[src/rtl/tod_pkg.sv]
package tod_pkg;
  localparam int NUM_FLD = 4;
  localparam int FLD_W   = 8;

  typedef logic [NUM_FLD-1:0][FLD_W-1:0] tod_t;

  typedef enum logic [1:0] {
    FLD_TS = 2'd0,
    FLD_SC = 2'd1,
    FLD_MN = 2'd2,
    FLD_HR = 2'd3
  } fld_e;

  function automatic logic [FLD_W-1:0] fld_mask(input logic [1:0] f);
    case (f)
      FLD_TS:  return 8'h0F;
      FLD_HR:  return 8'h9F;
      default: return 8'h7F;
    endcase
  endfunction

  // {carry, value}
  function automatic logic [FLD_W:0] bcd60_inc(input logic [FLD_W-1:0] v);
    logic [4:0] lo;
    logic [3:0] hi;
    lo = {1'b0, v[3:0]} + 5'd1;
    hi = v[7:4];
    if (lo > 5'd9) begin
      lo = 5'd0;
      hi = hi + 4'd1;
    end
    if (hi > 4'd5) return {1'b1, 8'h00};
    return {1'b0, hi, lo[3:0]};
  endfunction

  function automatic logic [FLD_W-1:0] hr_inc(input logic [FLD_W-1:0] v);
    logic [4:0] lo;
    logic [1:0] hi;
    logic [5:0] r;
    lo = {1'b0, v[3:0]} + 5'd1;
    hi = {1'b0, v[4]};
    if (lo > 5'd9) begin
      lo = 5'd0;
      hi = hi + 2'd1;
    end
    r = {hi, lo[3:0]};
    if (r > 6'h11) return {~v[7], 7'h00};
    return {v[7], 2'b00, r[4:0]};
  endfunction
endpackage

[src/rtl/tod_prescaler.sv]
module tod_prescaler #(
  parameter int RELOAD_50 = 5,
  parameter int RELOAD_60 = 4,
  localparam int DIV_W = $clog2(((RELOAD_50 > RELOAD_60) ? RELOAD_50 : RELOAD_60) + 1)
) (
  input  logic clk_i,
  input  logic rst_ni,
  input  logic tick_i,
  input  logic sel60_i,
  output logic adv_o
);
  logic [DIV_W-1:0] div_q;

  assign adv_o = tick_i && (div_q == '0);

  always_ff @(posedge clk_i or negedge rst_ni) begin
    if (!rst_ni) div_q <= '0;
    else if (tick_i) begin
      if (div_q == '0) div_q <= sel60_i ? DIV_W'(RELOAD_60) : DIV_W'(RELOAD_50);
      else             div_q <= div_q - 1'b1;
    end
  end
endmodule

[src/rtl/tod_counter.sv]
module tod_counter
  import tod_pkg::*;
(
  input  logic       clk_i,
  input  logic       rst_ni,
  input  logic       adv_i,
  input  logic       wr_en_i,
  input  logic [1:0] addr_i,
  input  logic [7:0] wdata_i,
  output tod_t       time_o,
  output tod_t       next_o
);
  tod_t time_q, time_d;
  logic [4:0] ts_inc;
  logic [8:0] sc_r, mn_r;
  logic c_ts;

  always_comb begin
    ts_inc = {1'b0, time_q[FLD_TS][3:0]} + 5'd1;
    c_ts   = ts_inc > 5'd9;
    sc_r   = bcd60_inc(time_q[FLD_SC]);
    mn_r   = bcd60_inc(time_q[FLD_MN]);
    next_o = time_q;
    next_o[FLD_TS] = c_ts ? 8'h00 : {3'b000, ts_inc};
    if (c_ts) begin
      next_o[FLD_SC] = sc_r[7:0];
      if (sc_r[8]) begin
        next_o[FLD_MN] = mn_r[7:0];
        if (mn_r[8]) next_o[FLD_HR] = hr_inc(time_q[FLD_HR]);
      end
    end
  end

  always_comb begin
    time_d = adv_i ? next_o : time_q;
    if (wr_en_i) time_d[addr_i] = wdata_i & fld_mask(addr_i);
  end

  always_ff @(posedge clk_i or negedge rst_ni) begin
    if (!rst_ni) time_q <= '0;
    else         time_q <= time_d;
  end

  assign time_o = time_q;
endmodule

[src/rtl/tod_alarm.sv]
module tod_alarm
  import tod_pkg::*;
(
  input  logic       clk_i,
  input  logic       rst_ni,
  input  logic       wr_en_i,
  input  logic [1:0] addr_i,
  input  logic [7:0] wdata_i,
  input  logic       adv_i,
  input  tod_t       cand_i,
  output logic       alarm_o
);
  tod_t alm_q;

  always_ff @(posedge clk_i or negedge rst_ni) begin
    if (!rst_ni) begin
      alm_q   <= '0;
      alarm_o <= 1'b0;
    end else begin
      if (wr_en_i) alm_q[addr_i] <= wdata_i & fld_mask(addr_i);
      alarm_o <= adv_i && (cand_i == alm_q);
    end
  end
endmodule

[src/rtl/tod_view.sv]
module tod_view
  import tod_pkg::*;
(
  input  logic       clk_i,
  input  logic       rst_ni,
  input  logic       rd_en_i,
  input  logic [1:0] addr_i,
  input  tod_t       live_i,
  output logic [7:0] rdata_o,
  output logic       halt_o
);
  tod_t snap_q;
  logic halt_q;

  always_ff @(posedge clk_i or negedge rst_ni) begin
    if (!rst_ni) begin
      halt_q <= 1'b0;
      snap_q <= '0;
    end else if (rd_en_i) begin
      if (addr_i == FLD_HR && !halt_q) begin
        halt_q <= 1'b1;
        snap_q <= live_i;
      end else if (addr_i == FLD_TS) begin
        halt_q <= 1'b0;
      end
    end
  end

  assign rdata_o = halt_q ? snap_q[addr_i] : live_i[addr_i];
  assign halt_o  = halt_q;
endmodule

[src/rtl/tod_clock.sv]
module tod_clock
  import tod_pkg::*;
#(
  parameter int RELOAD_50 = 5,
  parameter int RELOAD_60 = 4
) (
  input  logic       clk_i,
  input  logic       rst_ni,
  input  logic       tick_i,
  input  logic       sel60_i,
  input  logic       alarm_sel_i,
  input  logic       wr_en_i,
  input  logic       rd_en_i,
  input  logic [1:0] addr_i,
  input  logic [7:0] wdata_i,
  output logic [7:0] rdata_o,
  output logic       alarm_o
);
  logic adv_w, halt_w;
  tod_t live_w, next_w;

  tod_prescaler #(.RELOAD_50(RELOAD_50), .RELOAD_60(RELOAD_60)) u_pre (
    .clk_i(clk_i), .rst_ni(rst_ni), .tick_i(tick_i), .sel60_i(sel60_i), .adv_o(adv_w)
  );

  tod_counter u_cnt (
    .clk_i(clk_i), .rst_ni(rst_ni), .adv_i(adv_w),
    .wr_en_i(wr_en_i && !alarm_sel_i), .addr_i(addr_i), .wdata_i(wdata_i),
    .time_o(live_w), .next_o(next_w)
  );

  tod_alarm u_alm (
    .clk_i(clk_i), .rst_ni(rst_ni),
    .wr_en_i(wr_en_i && alarm_sel_i), .addr_i(addr_i), .wdata_i(wdata_i),
    .adv_i(adv_w), .cand_i(next_w), .alarm_o(alarm_o)
  );

  tod_view u_view (
    .clk_i(clk_i), .rst_ni(rst_ni), .rd_en_i(rd_en_i), .addr_i(addr_i),
    .live_i(live_w), .rdata_o(rdata_o), .halt_o(halt_w)
  );
endmodule

[config.mk]
export PLATFORM = sky130hd
export DESIGN_NAME = tod_clock
export DESIGN_NICKNAME = d
export VERILOG_FILES = /design/src/rtl/tod_pkg.sv /design/src/rtl/tod_prescaler.sv /design/src/rtl/tod_counter.sv /design/src/rtl/tod_alarm.sv /design/src/rtl/tod_view.sv /design/src/rtl/tod_clock.sv
export SDC_FILE = /design/constraint.sdc
export NUM_CORES = 1
export LEC_CHECK = 0
export BUFFER_PORTS_ARGS = -buffer_cell sky130_fd_sc_hd__buf_4
export CAP_MARGIN = 0
export CORE_ASPECT_RATIO = 1.2
export CORE_MARGIN = 2
export CORE_UTILIZATION = 45
export CTS_CLUSTER_SIZE = 14
export DETAILED_ROUTE_END_ITERATION = 8
export SLEW_MARGIN = 20
export SYNTH_ARGS = -nofsm -noshare
export SYNTH_HDL_FRONTEND = slang
export SYNTH_SLANG_ARGS = --single-unit
export TNS_END_PERCENT = 1
[constraint.sdc]
create_clock -name clk_i -period 3.3 [get_ports clk_i]
set_input_delay 0.165 -clock clk_i [delete_from_list [all_inputs] [get_ports clk_i]]
set_output_delay 0.165 -clock clk_i [all_outputs]
set_load 0.05 [all_outputs]
==> impl_metrics.toml, run 1 <==
[grt]
grt_max_degree = 65
use_met3_pct = 4.623
grt_pass1_vias = 5474
grt.met2_usage_pct = 45.34
grt_pass1_wl_mm = 32.39
grt-ovfl-total = 0
antenna_found_initial = 0
grtUsageTotal_pct = 28.31
grt_use_met1_pct = 39.14
grt_busiest_layer = "met2"

[setup_path]
worst_path_largest_cell_delay_ns = 0.50
cp_slowest_cell = "or4_1"
r2r_slack_ns = 0.09
reg2regPathDepth = 11
worst_setup_path_end_kind = "flip-flop"
path_class = "flip-flop to flip-flop"
critPathArrivalTime_ns = 3.50
cp-start-kind = "flip-flop"
worst-path-max-fanout = 7
cp.required_ns = 3.59
crit_chain = "inv_1 > ha_4 > nor2b_1 > o211a_1 > or4_1 > and2_1 > a22o_1 > a2111oi_4 > buf_4 > nor4bb_2 > and4bb_1"

[synthesis]
synth-edff-count = 0
yosysWarnings = 0
yosysSeqAreaShare_pct = 39.24
syn_inst = 676
syn_avg_cell_area_um2 = 9.528
mappedNetlistArea_um2 = 6441
ys_types = 69
syn-num-nets = 709
ys_ff_latch = 101
synthArstFlopShare_pct = 100.0
synth_flop_cell = "dfrtp_1"

[drt]
antenna_left = 0
routedWlPerCell_um = 23.14
detail_route.iter0.violations = 529
drc_errors = 3
vias = 5534
drt-total-wl_mm = 20.87
vias_per_cell = 6.135
dr.pass1.iters = 7

[finish]
fill_cells = 1265
layout.nets = 759
drive_gt1_share_pct = 25.99
syn_to_final_growth_pct = 17.73
n_antenna_cell = 0

[floorplan]
core_area_um2 = 13880
start_util_pct = 46.41
io_pins = 26
fp.dieH_um = 135.1
dieArea_um2 = 15290
fp.dieW_um = 113.2
core.rowCount = 47

[sta]
finalSetupTns_ns = 0
maxSlewHeadroom_pct = 42.09
min_period_over_period_pct = 97.13
layout_min_cycle_time_ns = 3.205
slew_violations = 0
max_freq_ghz = 0.3120
final.setup_skew_ns = 0.007457
rsz0062_at_grt = "true"
setup_viol = 0
hold_viol_final = 0
worst_pin_slew_ns = 0.8686

[place]
gp_congestion = 0.9456
portBuffers = 25
dp_hpwl_mm = 15.71

[cts]
clock-root-buffer = "clkbuf_16"
clk_latency_ns = 0.35
clockBufferDepth = 2
cts_tree = "built"
clkSinkCount = 101
clk_pin_slew_ns = 0.08
cts_max_level = 3
numCtsBuffers = 9

[min_path]
hold_depth = 2
hold_class = "input pin to flip-flop"

[pwr]
finalPower_mw = 8.350
p_leak_nw = 3.316
peakVddDrop_uv = 513.6
power.density_nw_per_um2 = 1101

[outcome]
outcome = "complete, but fails checks"
violations = "design-rule violations"

[run]
maxCapViolCount = 0
## cell usage in the layout (no fill, tap or decap), types with 9 or more instances in the layout
| cell type | n |
|---|---|
| a21oi_1 | 33 |
| buf_4 | 77 |
| clkbuf_16 | 9 |
| dfrtp_1 | 97 |
| ha_1 | 13 |
| inv_1 | 28 |
| mux2_2 | 37 |
| mux2i_1 | 9 |
| mux4_2 | 17 |
| nand2_1 | 80 |
| nand2b_1 | 9 |
| nand3_1 | 26 |
| nor2_1 | 37 |
| nor3_1 | 12 |
| o21ai_0 | 56 |
| xnor2_1 | 9 |
| xor2_1 | 15 |
## per-layer routing
layer / part of all wire, % / up-vias
li1: - / 2588
met1: 45 / 2747
met2: 47 / 163
met3: 4.9 / 36
met4: 3.6 / 0
met5: 0 / -
## power breakdown
part | switching (mW) | internal [mW]
sequential | 0.505 | 1.67
combinational | 2.87 | 2.19
clock | 0.516 | 0.609
total | 3.89 | 4.46
## cells by family (layout without fill, tap and decap cells)
| logic type | after synthesis | after routing | share of synthesized area, % |
|---|---|---|---|
| AO/OA/AOI/OAI | 179 | 179 | 18.63 |
| AND/OR/NAND/NOR | 219 | 219 | 16.74 |
| XOR/XNOR | 25 | 25 | 3.516 |
| flip-flops | 101 | 101 | 39.24 |
| multiplexers | 66 | 66 | 14.36 |
| adder cells (fa/ha/maj) | 16 | 16 | 3.108 |
| buffers and inverters | 70 | 125 | 4.409 |
## final timing paths
check / from / endpoint
setup / recovery: u_cnt.time_o[8]$_DFF_PN0_ / u_alm.alarm_o$_DFF_PN0_
hold / removal: sel60_i / u_pre.div_q[0]$_DFFE_PN0P_
setup reg to reg: u_cnt.time_o[8]$_DFF_PN0_ / u_alm.alarm_o$_DFF_PN0_
hold reg to reg: u_view.snap_q[1]$_DFFE_PN0P_ / u_view.snap_q[1]$_DFFE_PN0P_
max in group asynchronous: rst_ni / u_alm.alm_q[27]$_DFFE_PN0P_
min in group asynchronous: rst_ni / u_view.snap_q[11]$_DFFE_PN0P_
## layout make-up
cell class / count / area, um2 / share of cell area (%)
clock inverter: 7 / 92.59 / 1.221
sequential: 101 / 2532 / 33.39
timing repair buffer: 79 / 599.3 / 7.903
clock buffer: 9 / 225.2 / 2.970
inverter: 30 / 112.6 / 1.485
tap: 171 / 214.0 / 2.821
multi-input combinational: 505 / 3807 / 50.21
## registers in the layout (all words and copies together) (netlist names)
register / count
u_alm.alarm_o: 1
u_alm.alm_q: 32
u_cnt.time_o: 32
u_pre.div_q: 3
u_view.halt_o: 1
u_view.snap_q: 32
## synth_stat cells, types with 3 or more instances
| master | instances | share of area, % |
|---|---|---|
| nand2b_1 | 10 | 0.97 |
| a32oi_1 | 6 | 0.82 |
| and2_1 | 3 | 0.29 |
| a221oi_1 | 3 | 0.41 |
| clkbuf_1 | 29 | 1.7 |
| mux2_2 | 37 | 6.5 |
| nor4_1 | 6 | 0.58 |
| o211ai_1 | 8 | 0.93 |
| a21oi_1 | 34 | 2.6 |
| mux4_2 | 17 | 5.9 |
| o2111ai_1 | 4 | 0.54 |
| o221ai_1 | 4 | 0.54 |
| o31ai_1 | 4 | 0.47 |
| dfrtp_1 | 101 | 39 |
| nor3_1 | 12 | 0.93 |
| o21ai_0 | 56 | 4.4 |
| nor3b_1 | 3 | 0.35 |
| and3_1 | 6 | 0.58 |
| nor2_1 | 38 | 2.2 |
| nand3b_1 | 4 | 0.47 |
| inv_1 | 30 | 1.7 |
| ha_1 | 16 | 3.1 |
| o41ai_1 | 3 | 0.41 |
| or3_1 | 4 | 0.39 |
| nand4_1 | 3 | 0.29 |
| nor2b_1 | 8 | 0.78 |
| xnor2_1 | 9 | 1.2 |
| nand3_1 | 27 | 2.1 |
| a22oi_1 | 8 | 0.93 |
| a21o_1 | 7 | 0.82 |
| and3b_1 | 3 | 0.41 |
| xor2_1 | 15 | 2.0 |
| o21a_1 | 6 | 0.70 |
| nand2_1 | 80 | 4.7 |
| a32o_1 | 6 | 0.93 |
| mux2i_1 | 11 | 1.7 |
| a31oi_1 | 5 | 0.49 |
| buf_2 | 8 | 0.62 |
| o22ai_1 | 5 | 0.49 |
## worst max-delay path, delay by kind of cell, from the launching register on
| family | cells | cell delay, ns |
|---|---|---|
| AOI/OAI and AO/OA | 3 | 0.98 |
| adders and majority gates | 1 | 0.28 |
| buffers and inverters | 2 | 0.27 |
| DFF | 1 | 0.42 |
| and+or+nand+nor | 5 | 1.21 |
## repair_timing
| action | 4_1_cts | 5_1_grt |
|---|---|---|
| buffers inserted | 2 | 1 |
| hold buffers | 1 | 0 |
| gates resized for setup | 3 | 34 |
| endpoints found under the setup margin | 1 | 1 |
| hold endpoints to repair | 62 | 0 |
| pin swaps | 3 | 13 |
## through the flow
stage | worst slack (ns) | hold slack, ns | cell area [um2] | util (%) | instances
after floorplan | 0.006034 | -0.1306 | 6447 | - | 676
after global placement | -0.1179 | 0.3211 | 7052 | 50.81 | 882
after detailed placement | -0.1220 | 0.3266 | 7052 | 50.81 | 882
after CTS | 0.05001 | 0.03899 | 7406 | 53.36 | 901
after global routing | -0.09374 | 0.05961 | 7584 | 54.64 | 902
final | 0.09468 | 0.05479 | 7584 | 54.64 | 902
Power figures use the tool's default switching activity.
==> run 2, diff against run 1 <==
--- a/config.mk
+++ b/config.mk
@@ -7,7 +7,7 @@
 export LEC_CHECK = 0
 export BUFFER_PORTS_ARGS = -buffer_cell sky130_fd_sc_hd__buf_4
 export CAP_MARGIN = 0
-export CORE_ASPECT_RATIO = 1.2
+export CORE_ASPECT_RATIO = 0.9
 export CORE_MARGIN = 2
 export CORE_UTILIZATION = 45
 export CTS_CLUSTER_SIZE = 14
==> run 2 against run 1 <==
  * The flow now finishes without violations
  * Routed wire length increased by 1.1%
  * Utilization decreased by 0.39 points
  * First-iteration DRC count decreased by 0.38%
  * Clock-buffer cell count unchanged
  * Register-to-register slack about the same
  * Critical endpoint unchanged
==> impl_metrics.toml, run 2 (same netlist as run 1, synthesis figures left out) <==
[place]
gp_congestion = 1.023
portBuffers = 25
dp_cells = 902
dp_hpwl_mm = 15.94

[drt]
drt-total-wl_mm = 21.10
vias = 5579
drc_errors = 0
antenna_left = 0
vias_per_cell = 6.031
routedWlPerCell_um = 22.81
detail_route.iter0.violations = 527
dr.pass1.iters = 4

[setup_path]
critPathArrivalTime_ns = 3.50
crit_chain = "inv_1 > ha_4 > nor2b_1 > o211a_1 > or3_4 > and4_2 > a22oi_1 > mux2i_1 > or4_4 > a2111oi_2 > and4bb_1"
cp_slowest_cell = "or4_4"
cp-start-kind = "flip-flop"
path_class = "flip-flop to flip-flop"
reg2regPathDepth = 11
worst-path-max-fanout = 5
cp.required_ns = 3.60
crit_cells = 11
worst_setup_path_end_kind = "flip-flop"
worst_path_largest_cell_delay_ns = 0.45
crit_buf_inv = 1
crit_family = "simple AND/OR/NAND/NOR gates"

[grt]
antenna_found_initial = 0
grtUsageTotal_pct = 28.63
grt-ovfl-total = 0
grt_pass1_wl_mm = 32.33
grt_pass1_vias = 5368
grt_max_degree = 74

[pwr]
sequentialPowerShare_pct = 25.7
clkPwrFrac_pct = 14.2
power_switching_mw = 3.847
power.density_nw_per_um2 = 1104
switching_share_pct = 45.83
p_leak_nw = 3.325
peakVddDrop_uv = 416.3
power_frac_comb_pct = 60.1
p_int_mw = 4.546

[floorplan]
io_pins = 26
dieArea_um2 = 15290
fp.dieH_um = 117.5
start_util_pct = 45.99
core_area_um2 = 14000
fp.dieW_um = 130.1
core.rowCount = 41

[sta]
hold_ws_ns = 0.04546
setup_viol = 0
finalSetupTns_ns = 0
layout_min_cycle_time_ns = 3.200
maxSlewHeadroom_pct = 36.32
final.setup_skew_ns = 0.01075
min_period_over_period_pct = 96.98
worst_pin_slew_ns = 0.9551
slew_violations = 0
hold_viol_final = 0
max_freq_ghz = 0.3125

[cts]
cts_max_level = 3
clock-root-buffer = "clkbuf_16"
clkSinkCount = 101
clk_latency_ns = 0.36
numCtsBuffers = 9
cts_tree = "built"
clockBufferDepth = 2
clk_pin_slew_ns = 0.07

[finish]
fin_cells = 925
syn_to_final_growth_pct = 17.97
drive_gt1_share_pct = 25.27
final_core_util_pct = 54.26
layout.nets = 760
n_antenna_cell = 0
fill_cells = 1287
final_common_cell = "dfrtp_1"
ff_latch_area_um2 = 2529
layout_common_cells = "dfrtp_1 (100), nand2_1 (79), buf_4 (78)"
multi_input_area_um2 = 3771

[run]
maxCapViolCount = 0

[min_path]
hold_depth = 2
hold_class = "input pin to flip-flop"

[outcome]
outcome = "completed"
run 2: layout make-up:
type | instances | share of cell area, %
repair buffers | 80 | 8.101
clock inverters | 7 | 1.367
clock buffers | 9 | 2.964
inverters | 30 | 1.482
well taps | 193 | 3.178
multi-input cells | 505 | 49.63
flip-flops and latches | 101 | 33.28
run 2: final timing paths:
kind / startpoint / end / slack (ns)
worst max-delay path: u_cnt.time_o[8]$_DFF_PN0_ / u_alm.alarm_o$_DFF_PN0_ / 0.1
worst min-delay path: sel60_i / u_pre.div_q[0]$_DFFE_PN0P_ / 0.05
worst max register to register: u_cnt.time_o[8]$_DFF_PN0_ / u_alm.alarm_o$_DFF_PN0_ / 0.1
worst min register to register: u_view.snap_q[24]$_DFFE_PN0P_ / u_view.snap_q[24]$_DFFE_PN0P_ / 0.48
max in group asynchronous: rst_ni / u_alm.alm_q[25]$_DFFE_PN0P_ / 1.97
min in group asynchronous: rst_ni / u_view.snap_q[14]$_DFFE_PN0P_ / 0.49
run 2: metrics by stage:
stage,instance area (um2),setup WS [ns],power [mW]
2_1_floorplan,6447,0.006034,5.135
3_3_place_gp,7077,0.03872,6.700
3_5_place_dp,7077,-0.1024,6.777
4_1_cts,7438,0.03006,8.028
5_1_grt,7599,-0.04201,8.900
6_report,7599,0.09967,8.392
run 2: repair_timing:
item | 4_1_cts | 5_1_grt
endpoints found under the hold margin | 66 | 0
resized for setup | 3 | 25
setup buffers | 1 | 5
hold buffers | 1 | 0
endpoints found under the setup margin | 1 | 2
pin swaps | 1 | 11
run 2: per-layer routing:
layer,routed length (um),global-route usage (%)
met5,0,0
met4,369,6.317
met3,1402,7.455
met2,9617,43.13
met1,9708,41.56
run 2: power by group through the flow:
stage          Sequential (mW)  Combinational, mW  Clock [mW]
2_1_floorplan             1.93               3.21           0
3_3_place_gp              2.14               4.56           0
3_5_place_dp              2.17               4.61           0
4_1_cts                   2.14               4.68        1.20
5_1_grt                   2.22               5.41        1.27
6_report                  2.16               5.05        1.19
==> run 3, diff against run 2 <==
--- a/config.mk
+++ b/config.mk
@@ -15,5 +15,6 @@
 export SLEW_MARGIN = 20
 export SYNTH_ARGS = -nofsm -noshare
 export SYNTH_HDL_FRONTEND = slang
+export SYNTH_HIERARCHICAL = 1
 export SYNTH_SLANG_ARGS = --single-unit
 export TNS_END_PERCENT = 1
==> run 3 against run 2 <==
  * Power decreased by 14%
  * Global-route usage fell by 5.1 points
  * Setup slack worse by 0.073 ns
  * Maximum frequency shrank 2.2%
  * Die area rose by 1.2%
  * Clock-buffer cell count increased by 2
  * Hold slack got worse by 0.028 ns
  * Via count decreased by 6.9%
  * First-iteration DRC count is 17% lower
  * Combinational power decreased by 16%
  * Critical endpoint is now u_alm/alarm_o$_DFF_PN0_
==> impl_metrics.toml, run 3 <==
[outcome]
outcome = "completed"

[synthesis]
ys_types = 77
yosysSeqAreaShare_pct = 38.77
mappedNetlistArea_um2 = 6519
synth_top_area_share_pct = 38.77
yosys-top-cells-count = "dfrtp_1 (101), nand2_1 (63), mux2_2 (49)"
syn_avg_cell_area_um2 = 10.31
syn_inst = 632
synth-edff-count = 0
yosysMostFrequentCell = "dfrtp_1"
synthTopCellsByArea = "dfrtp_1 (39%), mux2_2 (8.5%), xor2_1 (4.4%)"
ys_ff_latch = 101
synth_flop_cell = "dfrtp_1"
yosysWarnings = 6
synthArstFlopShare_pct = 100.0
yosysTopAreaCell = "dfrtp_1"

[setup_path]
critPathArrivalTime_ns = 3.56
crit_family = "compound AO/OA/AOI/OAI gates"
worst_setup_path_end_kind = "flip-flop"
crit_buf_inv = 2
path_class = "flip-flop to flip-flop"
cp.required_ns = 3.59
cp-start-kind = "flip-flop"
worst-path-max-fanout = 7
crit_chain = "buf_4 > ha_2 > nand3_1 > o21ai_2 > o2111a_2 > o22ai_4 > a21oi_4 > buf_4 > o21ai_0 > xor2_1 > nor4_1 > nand3_1 > nor3_2"
worst_path_largest_cell_delay_ns = 0.44
cp_slowest_cell = "o21ai_0"

[sta]
layout_min_cycle_time_ns = 3.273
finalSetupTns_ns = 0
slew_violations = 0
worst_pin_slew_ns = 0.7943
maxSlewHeadroom_pct = 47.05
hold_viol_final = 0
rsz0062_at_grt = "true"
min_period_over_period_pct = 99.18
max_freq_ghz = 0.3055
hold_ws_ns = 0.01767
setup_viol = 0
final.setup_skew_ns = 0.006800

[grt]
grt_pass1_wl_mm = 27.50
grt_max_degree = 80
grt_pass1_vias = 5017
grt-ovfl-total = 0
grtUsageTotal_pct = 23.52
antenna_found_initial = 0

[drt]
vias = 5196
antenna_left = 0
drc_errors = 0
vias_per_cell = 5.858
routedWlPerCell_um = 20.19
detail_route.iter0.violations = 436
dr.pass1.iters = 5
drt-total-wl_mm = 17.91

[floorplan]
io_pins = 26
dieArea_um2 = 15470
start_util_pct = 46.21
fp.dieH_um = 118.2
core.rowCount = 41
fp.dieW_um = 130.9
core_area_um2 = 14110

[finish]
final_core_util_pct = 54.62
fin_cells = 887
syn_to_final_growth_pct = 18.20
layout.nets = 728
drive_gt1_share_pct = 29.97
layout_common_cells = "dfrtp_1 (99), buf_4 (74), nand2_1 (63)"
n_antenna_cell = 0
fill_cells = 1244
final_common_cell = "dfrtp_1"

[cts]
clockBufferDepth = 2
clkSinkCount = 101
cts_tree = "built"
numCtsBuffers = 9
clk_pin_slew_ns = 0.07
clk_latency_ns = 0.36
cts_max_level = 3
clock-root-buffer = "clkbuf_16"

[pwr]
p_leak_nw = 3.498
power.density_nw_per_um2 = 938.8
peakVddDrop_uv = 366.9
finalPower_mw = 7.233

[min_path]
hold_class = "input pin to flip-flop"

[place]
gp_congestion = 0.8999
dp_hpwl_mm = 12.74
portBuffers = 25
dp_cells = 847

[run]
maxCapViolCount = 0
[run 3: changes by cell type after synthesis, moves of 7 or more]
cell      before  now
clkbuf_1      29   16
mux2_2        37   49
nand2_1       80   63
inv_1         30   21
o21ai_0       56   42
xor2_1        15   33
a22oi_1        8    0
a21oi_1       34   20
mux2_4         1    9
and2_1         3   10
mux4_1         0    8
mux4_2        17    8
[run 3: repair_timing]
item / 4_1_cts / 5_1_grt
buffers inserted: 7 / 17
hold endpoints to repair: 0 / 77
hold buffers: 0 / 1
pin swaps: 6 / 19
endpoints found under the setup margin: 1 / 1
gates resized for setup: 10 / 36
[run 3: through the flow]
stage / instance area (um2) / worst slack, ns
floorplan: 6530 / 0.04470
global placement: 6982 / -0.3436
detailed placement: 6982 / -0.4321
CTS: 7380 / 0.01242
global route: 7705 / -0.07852
finish: 7705 / 0.02696
[run 3: routing by layer]
metal	GRT usage, %	routed length, um	part of all wire, %	up-vias
met5	0	0	0	-
met3	4.436	1060	5.9	30
met2	35.68	8125	45	167
met4	5.984	326	1.8	0
met1	34.62	8395	47	2588
li1	-	-	-	2411
[run 3: worst reg2reg max path, stage by stage (launching register included)]
cell,delay [ns]
dfrtp_1,0.42
buf_4,0.16
ha_2,0.25
nand3_1,0.19
o21ai_2,0.13
o2111a_2,0.32
o22ai_4,0.29
a21oi_4,0.14
buf_4,0.17
o21ai_0,0.44
xor2_1,0.13
nor4_1,0.27
nand3_1,0.12
nor3_2,0.17
[run 3: worst paths after layout]
path                                              start                           end  slack (ns)  depth (start not counted)
setup reg to reg              u_cnt/time_o[8]$_DFF_PN0_       u_alm/alarm_o$_DFF_PN0_        0.03                         13
min in group asynchronous                        rst_ni  u_view/snap_q[8]$_DFFE_PN0P_        0.40                          2
hold reg to reg            u_view/snap_q[7]$_DFFE_PN0P_  u_view/snap_q[7]$_DFFE_PN0P_        0.49                          1
setup / recovery              u_cnt/time_o[8]$_DFF_PN0_       u_alm/alarm_o$_DFF_PN0_        0.03                         13
hold / removal                                  sel60_i    u_pre/div_q[0]$_DFFE_PN0P_        0.02                          2
max in group asynchronous                        rst_ni    u_cnt/time_o[25]$_DFF_PN0_        2.14                          3
[run 3: area by class of cell]
cell class / count / area, um2 / share of cell area [%]
Inverter: 21 / 78.83 / 1.023
Timing Repair Buffer: 78 / 608.1 / 7.892
Sequential cell: 101 / 2530 / 32.84
Clock buffer: 11 / 252.7 / 3.280
Clock inverter: 4 / 23.77 / 0.3085
Multi-Input combinational cell: 479 / 3970 / 51.53
Tap cell: 193 / 241.5 / 3.134
[run 3: cells by family after synthesis]
logic type | count (synthesis) | share of synthesized area, %
XOR/XNOR | 42 | 5.989
AND/OR/NAND/NOR | 204 | 16.07
buffers and inverters | 55 | 4.088
multiplexers | 83 | 17.98
AO/OA/AOI/OAI | 125 | 13.01
adder cells (fa/ha/maj) | 21 | 4.031
other | 1 | 0.05753
flip-flops | 101 | 38.77
[run 3: power breakdown]
part / switching [mW] / internal (mW)
combinational: 2.33 / 1.88
sequential: 0.372 / 1.63
clock: 0.466 / 0.545
